$ cat src/rtl/mrs_pkg.sv
package mrs_pkg;

  localparam logic [1:0] BA_MAIN = 2'b00;
  localparam logic [1:0] BA_EXT  = 2'b10;

  typedef struct packed {
    logic [2:0] bl_code;
    logic       interleave;
    logic [2:0] cl_code;
  } main_fields_t;

  typedef struct packed {
    logic [2:0] area_code;
    logic [1:0] ds_code;
  } ext_fields_t;

  localparam main_fields_t MAIN_RESET = '{bl_code: 3'd0, interleave: 1'b0, cl_code: 3'd0};
  localparam ext_fields_t  EXT_DEFAULT = '{area_code: 3'd0, ds_code: 2'd1};

endpackage

$ cat src/rtl/mrs_cmd_decode.sv
module mrs_cmd_decode
  import mrs_pkg::*;
#(
  parameter int ADDR_W = 13
) (
  input  logic              clk_i,
  input  logic              rst_ni,
  input  logic              cke_i,
  input  logic              cs_n_i,
  input  logic              ras_n_i,
  input  logic              cas_n_i,
  input  logic              we_n_i,
  input  logic [1:0]        ba_i,
  input  logic [ADDR_W-1:0] addr_i,
  input  logic              banks_idle_i,
  input  logic              busy_i,
  output logic              wr_main_o,
  output logic              wr_ext_o,
  output logic              wr_bad_o,
  output main_fields_t      main_o,
  output ext_fields_t       ext_o
);

  localparam int HI_LSB = 7;

  logic cke_q;
  logic cmd_hit;
  logic hi_zero, main_legal, ext_legal, gate_ok;
  logic tgt_main, tgt_ext;

  always_ff @(posedge clk_i or negedge rst_ni) begin
    if (!rst_ni) cke_q <= 1'b0;
    else         cke_q <= cke_i;
  end

  assign cmd_hit = cke_q & cke_i & ~cs_n_i & ~ras_n_i & ~cas_n_i & ~we_n_i;

  assign main_o = '{bl_code: addr_i[2:0], interleave: addr_i[3], cl_code: addr_i[6:4]};
  assign ext_o  = '{area_code: addr_i[2:0], ds_code: addr_i[6:5]};

  assign hi_zero    = (addr_i[ADDR_W-1:HI_LSB] == '0);
  assign main_legal = hi_zero
                    && (main_o.bl_code >= 3'd1) && (main_o.bl_code <= 3'd4)
                    && ((main_o.cl_code == 3'd2) || (main_o.cl_code == 3'd3));
  assign ext_legal  = hi_zero && (addr_i[4:3] == 2'b00) && (ext_o.area_code <= 3'd2);

  assign tgt_main = (ba_i == BA_MAIN);
  assign tgt_ext  = (ba_i == BA_EXT);
  assign gate_ok  = banks_idle_i & ~busy_i;

  assign wr_main_o = cmd_hit & gate_ok & tgt_main & main_legal;
  assign wr_ext_o  = cmd_hit & gate_ok & tgt_ext  & ext_legal;
  assign wr_bad_o  = cmd_hit & ~wr_main_o & ~wr_ext_o;

  // every recognised write lands in exactly one outcome
  assert_one_outcome_R2: assert property (@(posedge clk_i) disable iff (!rst_ni)
    cmd_hit |-> ($countones({wr_main_o, wr_ext_o, wr_bad_o}) == 1));

  assert_idle_gate_R9: assert property (@(posedge clk_i) disable iff (!rst_ni)
    !banks_idle_i |-> !(wr_main_o || wr_ext_o));

  assert_no_cmd_no_write_R1: assert property (@(posedge clk_i) disable iff (!rst_ni)
    (cs_n_i || !cke_i) |-> !(wr_main_o || wr_ext_o || wr_bad_o));

endmodule

$ cat src/rtl/mrs_main_reg.sv
module mrs_main_reg
  import mrs_pkg::*;
#(
  parameter int MAX_BL = 16
) (
  input  logic                       clk_i,
  input  logic                       rst_ni,
  input  logic                       wr_i,
  input  main_fields_t               fields_i,
  output logic [$clog2(MAX_BL+1)-1:0] burst_len_o,
  output logic                       burst_interleave_o,
  output logic [1:0]                 cas_lat_o,
  output logic                       valid_o
);

  localparam int BL_W = $clog2(MAX_BL + 1);

  main_fields_t q;
  logic         valid_q;

  always_ff @(posedge clk_i or negedge rst_ni) begin
    if (!rst_ni) begin
      q       <= MAIN_RESET;
      valid_q <= 1'b0;
    end else if (wr_i) begin
      q       <= fields_i;
      valid_q <= 1'b1;
    end
  end

  assign valid_o            = valid_q;
  assign burst_len_o        = valid_q ? (BL_W'(1) << q.bl_code) : '0;
  assign burst_interleave_o = valid_q & q.interleave;
  assign cas_lat_o          = valid_q ? q.cl_code[1:0] : 2'd0;

  assert_valid_sticky_R11: assert property (@(posedge clk_i) disable iff (!rst_ni)
    $past(valid_o) |-> valid_o);

  assert_cl_legal_R4: assert property (@(posedge clk_i) disable iff (!rst_ni)
    valid_o |-> (cas_lat_o == 2'd2 || cas_lat_o == 2'd3));

  assert_bl_onehot_R3: assert property (@(posedge clk_i) disable iff (!rst_ni)
    valid_o |-> ($countones(burst_len_o) == 1 && burst_len_o >= 2));

endmodule

$ cat src/rtl/mrs_ext_reg.sv
module mrs_ext_reg
  import mrs_pkg::*;
(
  input  logic        clk_i,
  input  logic        rst_ni,
  input  logic        wr_main_i,
  input  logic        wr_ext_i,
  input  ext_fields_t fields_i,
  output logic [1:0]  refresh_area_o,
  output logic [1:0]  drive_strength_o
);

  ext_fields_t q;

  always_ff @(posedge clk_i or negedge rst_ni) begin
    if (!rst_ni)        q <= EXT_DEFAULT;
    else if (wr_main_i) q <= EXT_DEFAULT;
    else if (wr_ext_i)  q <= fields_i;
  end

  assign refresh_area_o   = q.area_code[1:0];
  assign drive_strength_o = q.ds_code;

  assert_area_legal_R5: assert property (@(posedge clk_i) disable iff (!rst_ni)
    refresh_area_o != 2'd3);

  assert_main_clears_ext_R7: assert property (@(posedge clk_i) disable iff (!rst_ni)
    wr_main_i |=> (drive_strength_o == 2'd1 && refresh_area_o == 2'd0));

endmodule

$ cat src/rtl/mrs_unit.sv
module mrs_unit
  import mrs_pkg::*;
#(
  parameter int ADDR_W     = 13,
  parameter int MAX_BL     = 16,
  parameter int MRD_CYCLES = 2
) (
  input  logic                        clk_i,
  input  logic                        rst_ni,
  input  logic                        cke_i,
  input  logic                        cs_n_i,
  input  logic                        ras_n_i,
  input  logic                        cas_n_i,
  input  logic                        we_n_i,
  input  logic [1:0]                  ba_i,
  input  logic [ADDR_W-1:0]           addr_i,
  input  logic                        banks_idle_i,
  output logic [$clog2(MAX_BL+1)-1:0] burst_len_o,
  output logic                        burst_interleave_o,
  output logic [1:0]                  cas_lat_o,
  output logic                        mode_valid_o,
  output logic [1:0]                  refresh_area_o,
  output logic [1:0]                  drive_strength_o,
  output logic                        busy_o,
  output logic                        error_o
);

  localparam int CNT_W = (MRD_CYCLES > 1) ? $clog2(MRD_CYCLES) : 1;
  localparam logic [CNT_W-1:0] HOLD = CNT_W'(MRD_CYCLES - 1);

  logic         wr_main, wr_ext, wr_bad;
  main_fields_t main_f;
  ext_fields_t  ext_f;
  logic [CNT_W-1:0] hold_cnt;
  logic         err_q;

  mrs_cmd_decode #(.ADDR_W(ADDR_W)) u_dec (
    .clk_i        (clk_i),
    .rst_ni       (rst_ni),
    .cke_i        (cke_i),
    .cs_n_i       (cs_n_i),
    .ras_n_i      (ras_n_i),
    .cas_n_i      (cas_n_i),
    .we_n_i       (we_n_i),
    .ba_i         (ba_i),
    .addr_i       (addr_i),
    .banks_idle_i (banks_idle_i),
    .busy_i       (busy_o),
    .wr_main_o    (wr_main),
    .wr_ext_o     (wr_ext),
    .wr_bad_o     (wr_bad),
    .main_o       (main_f),
    .ext_o        (ext_f)
  );

  mrs_main_reg #(.MAX_BL(MAX_BL)) u_main (
    .clk_i              (clk_i),
    .rst_ni             (rst_ni),
    .wr_i               (wr_main),
    .fields_i           (main_f),
    .burst_len_o        (burst_len_o),
    .burst_interleave_o (burst_interleave_o),
    .cas_lat_o          (cas_lat_o),
    .valid_o            (mode_valid_o)
  );

  mrs_ext_reg u_ext (
    .clk_i            (clk_i),
    .rst_ni           (rst_ni),
    .wr_main_i        (wr_main),
    .wr_ext_i         (wr_ext),
    .fields_i         (ext_f),
    .refresh_area_o   (refresh_area_o),
    .drive_strength_o (drive_strength_o)
  );

  // settle window: next write allowed MRD_CYCLES edges after an accepted one
  always_ff @(posedge clk_i or negedge rst_ni) begin
    if (!rst_ni)                hold_cnt <= '0;
    else if (wr_main || wr_ext) hold_cnt <= HOLD;
    else if (hold_cnt != '0)    hold_cnt <= hold_cnt - 1'b1;
  end

  always_ff @(posedge clk_i or negedge rst_ni) begin
    if (!rst_ni) err_q <= 1'b0;
    else         err_q <= wr_bad;
  end

  assign busy_o  = (hold_cnt != '0);
  assign error_o = err_q;

  assert_busy_after_write_R8: assert property (@(posedge clk_i) disable iff (!rst_ni)
    (wr_main || wr_ext) |=> busy_o);

  assert_err_keeps_main_R10: assert property (@(posedge clk_i) disable iff (!rst_ni)
    error_o |-> ($stable(burst_len_o) && $stable(cas_lat_o) && $stable(burst_interleave_o)));

  assert_err_keeps_ext_R10: assert property (@(posedge clk_i) disable iff (!rst_ni)
    error_o |-> ($stable(refresh_area_o) && $stable(drive_strength_o)));

  assert_err_pulse_R12: assert property (@(posedge clk_i) disable iff (!rst_ni)
    (wr_main || wr_ext) |=> !error_o);

endmodule

$ cat config.mk
export PLATFORM = sky130hd
export DESIGN_NAME = mrs_unit
export DESIGN_NICKNAME = d
export VERILOG_FILES = /design/src/rtl/mrs_pkg.sv /design/src/rtl/mrs_cmd_decode.sv /design/src/rtl/mrs_main_reg.sv /design/src/rtl/mrs_ext_reg.sv /design/src/rtl/mrs_unit.sv
export SDC_FILE = /design/constraint.sdc
export NUM_CORES = 1
export LEC_CHECK = 0
export BUFFER_PORTS_ARGS = -buffer_cell sky130_fd_sc_hd__buf_2
export CAP_MARGIN = 20
export CORE_ASPECT_RATIO = 0.6
export CORE_UTILIZATION = 36
export CTS_CLUSTER_SIZE = 20
export DETAILED_ROUTE_END_ITERATION = 7
export HOLD_SLACK_MARGIN = 0.12
export PLACE_DENSITY = 0.72
export RECOVER_POWER = 100
export SLEW_MARGIN = 20
export SYNTH_ARGS = -nofsm -noshare
export SYNTH_HDL_FRONTEND = slang
export SYNTH_HIERARCHICAL = 1
export SYNTH_SLANG_ARGS = --single-unit
export TNS_END_PERCENT = 50
$ cat constraint.sdc
create_clock -name clk_i -period 3.4 [get_ports clk_i]
set_clock_uncertainty 0.05 [all_clocks]
set_input_delay 0.68 -clock clk_i [delete_from_list [all_inputs] [get_ports clk_i]]
set_output_delay 0.68 -clock clk_i [all_outputs]
set_load 0.005 [all_outputs]
==> results.py <==
metrics = {
    "outcome": {
        "status": "finished clean",
    },
    "clocking": {
        "cts_made_buffers": 3,
        "cts_tree": "yes",
        "post_cts_resized": 0,
        "cts_buffer_depth": 2,
        "ctsHoldBuffers": 0,
        "clk_latency_ns": 0.24,
        "cts-root-buf": "clkbuf_8",
        "htree_num_levels": 1,
        "postCtsSetupRepairBufs": 0,
        "cts_sinks": 14,
        "path_clk_slew_ns": 0.06,
    },
    "pwr": {
        "finalPower_uw": 350,
        "peakVddDrop_mv": 0.177,
        "power.density_nw_per_um2": 368,
        "p_leak_uw": 0.000502,
    },
    "floorplanning": {
        "die-area_um2": 2440,
        "core.rowCount": 12,
        "fp.dieH_um": 38.6,
        "die_w_um": 63.1,
        "ios": 38,
        "core-area_um2": 1970,
        "initial_core_util": 0.410,
    },
    "timing": {
        "slew_viol_final": 0,
        "slew_headroom": 0.513,
        "worstMarginPinSlew_ns": 0.730,
        "final.setup.tns_ns": 0,
        "rsz0062_at_grt": "no",
        "max_freq_mhz": 441,
        "hold_ws_ns": 0.419,
        "finalCriticalPeriod_ns": 2.27,
        "finalCritPeriodShare": 0.667,
        "setup_viol": 0,
        "report.final.hold_viol_count": 0,
    },
    "worst_setup_path": {
        "critPathRequiredTime_ns": 3.46,
        "cp_max_fo": 6,
        "path_class": "input pin to flip-flop",
        "cp.arrival_ns": 2.33,
        "regToRegSetupSlack_ns": 1.48,
        "startpoint_type": "input pin",
        "r2r_cells": 4,
        "crit_path_end_kind": "flip-flop",
    },
    "synthesis": {
        "ys_warn_count": 6,
        "netlist_instances": 68,
        "synth_area_um2": 806,
        "synth_fp_nets": 91,
        "avgSynthCellArea_um2": 11.8,
    },
    "grt": {
        "grt.total_usage": 0.154,
        "grt_pass1_vias": 542,
        "overflow": 0,
        "grt_pass1_wl_mm": 2.61,
        "grt_max_degree": 15,
        "antenna_found_initial": 0,
    },
    "routing": {
        "final_antenna_net_count": 0,
        "met2RoutedLength_um": 661,
        "met1_length_um": 838,
        "drcViolationCount": 0,
        "drtIter0Drc": 12,
        "vias_per_cell": 4.69,
        "wl_mm": 1.62,
        "route.met3.wl_um": 106,
        "drtPass1Iterations": 3,
        "routedWlPerCell_um": 12.9,
        "num_vias": 591,
        "routed.top_layer": "met4",
    },
    "run": {
        "drv_cap": 0,
    },
    "cells_and_area": {
        "fillers": 190,
        "finish.net_count": 122,
        "drive_gt1_frac": 0.408,
        "seq_area_um2": 352,
        "stdcell_area_um2": 952,
        "n_antenna_cell": 0,
        "multi_input_area_um2": 330,
        "synthToLayoutAreaGrowth_pct": 18.2,
    },
    "placement": {
        "port_buffers": 37,
        "place_congestion": 0.760,
        "dpl.hpwl_mm": 1.26,
        "place_area_um2": 942,
    },
    "min_path": {
        "hold_class": "input pin to asynchronous set/reset pin",
    },
}
==> placed cells by master, fill, tap and decap left out, types with 2 or more instances in the layout <==
| cell | n |
|---|---|
| and2_1 | 3 |
| and4b_1 | 2 |
| and4bb_2 | 3 |
| buf_2 | 30 |
| clkbuf_1 | 8 |
| clkbuf_8 | 4 |
| dfrtp_1 | 13 |
| mux2_1 | 6 |
| mux2i_1 | 3 |
| nor2_1 | 5 |
| nor4_1 | 2 |
| nor4b_1 | 2 |
==> report_power, final <==
part | internal (uW) | switching (uW) | leakage (uW) | total (uW)
Clock | 102 | 55.9 | 0.0000288 | 158
Sequential | 168 | 0.191 | 0.000190 | 168
Combinational | 11.8 | 12.2 | 0.000284 | 23.9
==> through the flow <==
stage	utilization	worst slack, ns	cells
global placement	0.479	1.04	122
detailed placement	0.479	0.982	122
global route	0.484	0.763	126
CTS	0.507	1.24	126
finish	0.484	1.13	126
floorplan	-	1.29	68
==> worst max-delay path, stage by stage <==
cell and delay (ns):
buf_2 0.10, nor4b_1 0.50, nand2_1 0.14, nor4_1 0.28
clkbuf_1 0.34, mux2i_1 0.23, nor2_1 0.06
==> per-layer routing <==
| layer | vias to the layer above | track usage |
|---|---|---|
| li1 | 300 | - |
| met1 | 268 | 0.200 |
| met2 | 21 | 0.228 |
| met3 | 2 | 0.0676 |
| met4 | 0 | 0.0523 |
| met5 | - | 0 |
==> worst paths after layout <==
path | start | endpoint
setup / recovery | ras_n_i | u_ext/refresh_area_o[1]
hold / removal | rst_ni | u_main/q[1]
setup reg to reg | busy_o | u_main/q[6]
min in group clk_i | u_main/q[0] | u_main/q[0]
max in group asynchronous | rst_ni | u_main/q[4]
hold reg to reg | u_main/q[0] | u_main/q[0]
==> state kept, by name (all words and copies together) (netlist names) <==
register                count
u_dec/cke_q                 1
u_main/valid_o              1
error_o                     1
u_ext/drive_strength_o      2
u_ext/refresh_area_o        2
busy_o                      1
u_main/q                    6
==> final cells by class <==
class,count,share of cell area
flip-flops and latches,14,0.369
multi-input cells,42,0.347
repair buffers,38,0.189
clock buffers,4,0.0578
well taps,28,0.0368
(Power assumes the default switching activity.)
